$ cat src/rtl/hadd_pkg.sv
`timescale 1ns/1ps
package hadd_pkg;

    // Per-bit carry attributes carried through the datapath
    typedef struct packed {
        logic prop;   // operand bits differ: an incoming carry passes through
        logic gen;    // both operand bits set: a carry is created here
    } bitpg_t;

    function automatic bitpg_t make_pg(input logic x, input logic y);
        bitpg_t r;
        r.prop = x ^ y;
        r.gen  = x & y;
        return r;
    endfunction

    function automatic logic carry_next(input bitpg_t pg, input logic ci);
        return pg.gen | (pg.prop & ci);
    endfunction

    function automatic logic sum_bit(input bitpg_t pg, input logic ci);
        return pg.prop ^ ci;
    endfunction

endpackage

$ cat src/rtl/hadd_pg_gen.sv
`timescale 1ns/1ps
module hadd_pg_gen
    import hadd_pkg::*;
#(
    parameter int WIDTH = 8
) (
    input  logic [WIDTH-1:0]   a,
    input  logic [WIDTH-1:0]   b,
    output bitpg_t [WIDTH-1:0] pg
);

    for (genvar i = 0; i < WIDTH; i++) begin : g_bit
        assign pg[i] = make_pg(a[i], b[i]);
    end

endmodule

$ cat src/rtl/hadd_full_add.sv
`timescale 1ns/1ps
module hadd_full_add
    import hadd_pkg::*;
(
    input  bitpg_t pg,
    input  logic   ci,
    output logic   s,
    output logic   co
);

    assign s  = sum_bit(pg, ci);
    assign co = carry_next(pg, ci);

endmodule

$ cat src/rtl/hadd_ripple.sv
`timescale 1ns/1ps
module hadd_ripple
    import hadd_pkg::*;
#(
    parameter int BITS = 4
) (
    input  bitpg_t [BITS-1:0] pg,
    input  logic              cin,
    output logic [BITS-1:0]   sum,
    output logic              cout
);

    logic [BITS:0] chain;

    assign chain[0] = cin;

    for (genvar i = 0; i < BITS; i++) begin : g_stage
        hadd_full_add u_fa (
            .pg (pg[i]),
            .ci (chain[i]),
            .s  (sum[i]),
            .co (chain[i+1])
        );
    end

    assign cout = chain[BITS];

endmodule

$ cat src/rtl/hadd_lookahead.sv
`timescale 1ns/1ps
module hadd_lookahead
    import hadd_pkg::*;
#(
    parameter int BITS = 4
) (
    input  bitpg_t [BITS-1:0] pg,
    input  logic              cin,
    output logic [BITS-1:0]   sum,
    output logic              cout
);

    logic [BITS:0] cy;

    // Each carry is an independent OR of AND terms; no carry feeds another.
    always_comb begin : p_sop
        logic acc;
        logic term;
        cy    = '0;
        cy[0] = cin;
        for (int k = 1; k <= BITS; k++) begin
            acc = 1'b0;
            for (int j = 0; j < k; j++) begin
                term = pg[j].gen;
                for (int m = j + 1; m < k; m++) begin
                    term = term & pg[m].prop;
                end
                acc = acc | term;
            end
            term = cin;
            for (int m = 0; m < k; m++) begin
                term = term & pg[m].prop;
            end
            cy[k] = acc | term;
        end
    end

    for (genvar i = 0; i < BITS; i++) begin : g_sum
        assign sum[i] = sum_bit(pg[i], cy[i]);
    end

    assign cout = cy[BITS];

endmodule

$ cat src/rtl/hybrid_adder.sv
`timescale 1ns/1ps
module hybrid_adder
    import hadd_pkg::*;
#(
    parameter int WIDTH = 8,
    parameter int SPLIT = WIDTH / 2
) (
    input  logic [WIDTH-1:0] a,
    input  logic [WIDTH-1:0] b,
    input  logic             cin,
    output logic [WIDTH-1:0] sum,
    output logic             cout
);

    localparam int HI_BITS = WIDTH - SPLIT;

    bitpg_t [WIDTH-1:0] pg;
    logic               mid_carry;

    hadd_pg_gen #(.WIDTH(WIDTH)) u_pg (
        .a  (a),
        .b  (b),
        .pg (pg)
    );

    hadd_ripple #(.BITS(SPLIT)) u_low (
        .pg   (pg[SPLIT-1:0]),
        .cin  (cin),
        .sum  (sum[SPLIT-1:0]),
        .cout (mid_carry)
    );

    hadd_lookahead #(.BITS(HI_BITS)) u_high (
        .pg   (pg[WIDTH-1:SPLIT]),
        .cin  (mid_carry),
        .sum  (sum[WIDTH-1:SPLIT]),
        .cout (cout)
    );

endmodule

$ cat config.mk
export PLATFORM = sky130hd
export DESIGN_NAME = hybrid_adder
export DESIGN_NICKNAME = d
export VERILOG_FILES = /design/src/rtl/hadd_pkg.sv /design/src/rtl/hadd_pg_gen.sv /design/src/rtl/hadd_full_add.sv /design/src/rtl/hadd_ripple.sv /design/src/rtl/hadd_lookahead.sv /design/src/rtl/hybrid_adder.sv
export SDC_FILE = /design/constraint.sdc
export NUM_CORES = 1
export LEC_CHECK = 0
export ABC_AREA = 1
export BUFFER_PORTS_ARGS = -buffer_cell sky130_fd_sc_hd__buf_2
export CAP_MARGIN = 5
export CORE_AREA = 8 8 45 47
export DETAILED_ROUTE_END_ITERATION = 10
export DIE_AREA = 0 0 53 55
export GPL_TIMING_DRIVEN = 0
export PLACE_DENSITY = 0.55
export SYNTH_ARGS = -nofsm -noshare
export SYNTH_HDL_FRONTEND = slang
export SYNTH_SLANG_ARGS = --single-unit
$ cat constraint.sdc
create_clock -name vclk -period 5.4
set_input_delay 0.54 -clock vclk [all_inputs]
set_output_delay 0.54 -clock vclk [all_outputs]
set_load 0.05 [all_outputs]
# [After elaboration in Yosys (flattened, before gate mapping)]
# Index checks and enable logic that the tools add are counted.
[totals] ff_bits=0 in_bits=17 output_inout_bits=9 elab_cells=52
[op_classes] bitwise_logic=52
[op_table] op="$and 1x1->1" n=22
[op_table] op="$xor 1x1->1" n=16
[op_table] op="$or 1x1->1" n=14

# [Depth between registers and ports, before layout]
[depth] depth_word=14 depth_mapped=12 depth_no_buf=12

# [Hierarchy]
# From an unflattened synthesis, not the netlist that was laid out.
[hier_totals] hier_cells=45 hier_area_um2=305.3
[modules_own_cells] mod="hadd_lookahead" instances=1 cells_per_inst=21 area_per_inst_um2=110.1 seq_area_each_um2=0.0
[modules_own_cells] mod="hadd_pg_gen" instances=1 cells_per_inst=8 area_per_inst_um2=100.1 seq_area_each_um2=0.0
[modules_own_cells] mod="hadd_full_add" instances=4 cells_per_inst=4 area_per_inst_um2=23.8 seq_area_each_um2=0.0

# [Worst setup path before layout]
# No wires, ideal clock.
[synth_path] path_type="input to output" from="in a[0]" to="out sum[5]" t_arrival_ns=3.118 t_required_ns=4.860 setup_slack_ns=1.742 stages=8 path_buffers=0 path_cell_list="inv_1 -> fa_1 -> inv_1 -> fa_1 -> fa_1 -> fa_1 -> fa_1 -> xor2_1"
[synth_via] elab_chain_len=12 word_cells_on_any_way=13 cone_classes="bitwise (13)"
[synth_lines] element="start, declared" line="hybrid_adder.sv:8" rtl="input logic [WIDTH-1:0] a,"
[synth_lines] element="$xor 1x1->1" line="hadd_pkg.sv:12" rtl="r.prop = x ^ y;"
[synth_lines] element="$and 1x1->1" line="hadd_pkg.sv:18" rtl="return pg.gen | (pg.prop & ci);"
[synth_lines] element="$or 1x1->1 *" line="hadd_pkg.sv:18"
[synth_lines] element="$and 1x1->1 *" line="hadd_pkg.sv:18"
[synth_lines] element="$or 1x1->1 *" line="hadd_pkg.sv:18"
[synth_lines] element="$and 1x1->1 *" line="hadd_pkg.sv:18"
[synth_lines] element="$or 1x1->1 *" line="hadd_pkg.sv:18"
[synth_lines] element="$and 1x1->1 *" line="hadd_pkg.sv:18"
[synth_lines] element="$or 1x1->1 *" line="hadd_pkg.sv:18"
[synth_lines] element="$and 1x1->1 *" line="hadd_lookahead.sv:32" rtl="term = term & pg[m].prop;"
[synth_lines] element="$or 1x1->1 *" line="hadd_lookahead.sv:34" rtl="cy[k] = acc | term;"
[synth_lines] element="$xor 1x1->1 *" line="hadd_pkg.sv:22" rtl="return pg.prop ^ ci;"
[synth_lines] element="end, declared" line="hybrid_adder.sv:11" rtl="output logic [WIDTH-1:0] sum,"
# Mark *: on every way between the ends. The rest lies on a longest branch, timed or not.

# [Worst setup path after layout]
# Ends and elaborated chain as after synthesis.

==> results.yml <==
worst_setup_path:
  critical_path.slowest_cell: "fa_1"
  critPathLaunchType: "input port"
  path_cells: "buf_2 > inv_1 > fa_1 > inv_1 > fa_1 > fa_1 > fa_1 > fa_1 > xor2_1 > buf_2"
  crit_cells: 10
  critPathLaunch: "a[0]"
  crit_fanout: 2
  slowest_delay_ns: 0.42
  critPathTopFamily: "adder cells"
  crit_path_frequent_cell: "fa_1"
  end_kind: "output port"
  crit_type: "in -> out"
  cp_num_buf_inv: 4
  critPathRequiredTime_ns: 4.86
  critPathArrivalTime_ns: 2.93
floorplan:
  core-area_sq_um: 1380
  initial_core_util_pct: 22.1
  num_io_pins: 26
  dieHeight_um: 55
  rows: 14
  floorplan.die_area_sq_um: 2920
  fp.dieW_um: 53
global_routing:
  grt_use_met1_pct: 5.02
  grt_util_met2_pct: 10.2
  grt_use_met3_pct: 1.07
  grt_overflow: 0
  grt_pass1_wl_um: 1190
  grt_busiest_layer: "met2"
  antenna_found_initial: 0
  grt_max_degree: 6
  grt_pass1_vias: 329
  grt.total_usage_pct: 4.87
logic_synthesis:
  synth_top_area_cell: "fa_1"
  yosysWarnings: 0
  synth_commonest_cells: "9 x inv_1, 8 x nand2_1, 5 x fa_1, 5 x ha_1, 4 x buf_4"
  synth_top_cell_area_share_pct: 32.8
  yosysMostFrequentCell: "inv_1"
  yosysSeqAreaShare_pct: 0
  ys_types: 9
  syn_avg_cell_area_sq_um: 8.03
  syn_inst: 38
  synthTopCellsByArea: "fa_1 33%, ha_1 20%, inv_1 11%"
  synth_area_sq_um: 305
  syn_nets: 65
power_and_ir_drop:
  power.density_nw_per_um2: 208
  ir_worst_vdd_v: 0.0000620
  leakagePower_nw: 0.281
timing:
  slew_headroom_pct: 83.1
  slew_violations: 0
  fin_crit_sh_pct: 64.2
  min_period_ns: 3.47
  tns_ns: 0
  fmax_mhz: 288
  hold_violations: 0
  worst_pin_slew_ns: 0.255
  rsz0062_at_grt: "no"
  setup_violations: 0
final_layout:
  nClkBuffers: 0
  nNetsFinal: 93
  area_growth_pct: 49.2
  final_area_sq_um: 455
  seq_area_sq_um: 0
  diodes: 0
  drive_gt1_share_pct: 48.4
  fin_util_pct: 32.9
  fin_cells: 80
  seq_cell_count: 0
cts:
  post_cts_buffers: 0
  cts_hold_buf: 0
  ctsResizeCount: 0
detailed_routing:
  ant_nets: 0
  initialDrtViolationCount: 0
  routed_wl_um: 698
  viasPerCell: 3.79
  vias: 303
  routedWlPerCell_um: 8.73
  route.detailed.drc: 0
  first_pass_iters: 1
placed_design:
  place_area_sq_um: 455
  port_buffers: 26
  place_inst: 80
  gp_congestion: 0.614
  place_hpwl_um: 706
run_status:
  status: "complete, no violations"
worst_hold_path:
  hp-class: "in -> out"
  holdPathStages: 3
  hold_start: "b[4]"
run:
  drv_cap: 0
-- metrics by stage --
step	hold WS [ns]	power [mW]	worst slack, ns
finish	1.60	0.0948	1.93
global route	1.65	0.103	1.75
CTS	1.61	0.0967	1.89
detailed placement	1.60	0.0963	1.90
global placement	1.59	0.0950	1.94
floorplan	1.40	0.0748	1.74
-- power breakdown --
part | internal, mW | switching (mW)
Clock | 0 | 0
Sequential | 0 | 0
Combinational | 0.0293 | 0.0655
-- cells in the final DEF (no fill, tap or decap) --
| master | instances |
|---|---|
| buf_4 | 4 |
| inv_1 | 9 |
| fa_1 | 5 |
| nand3_1 | 3 |
| buf_2 | 26 |
| nand4_1 | 1 |
| nand3_2 | 1 |
| ha_1 | 5 |
| xor2_1 | 2 |
| nand2_1 | 8 |
-- cell families after synthesis --
kind of cell               share of synthesized area (%)
adders and majority gates                           53.3
buffers and inverters                               20.9
xor gates and xnor gates                            5.74
and+or+nand+nor                                     20.1
-- metal layers --
layer	routed length, um	part of all wire [%]
met4	0	0
met2	346	50
met3	80	11
met1	271	39
met5	0	0
-- path summary, 6_finish.rpt --
check  slack [ns]      to
max          1.93  sum[5]
min          1.60  sum[4]
-- cell type report --
| type | count | area [sq um] |
|---|---|---|
| fillers | 163 | 928 |
| inverters | 9 | 33.8 |
| plain buffers | 4 | 30.0 |
| repair buffers | 26 | 130 |
| well taps | 16 | 20.0 |
| multi-input cells | 25 | 241 |
Power figures use the tool's default switching activity.
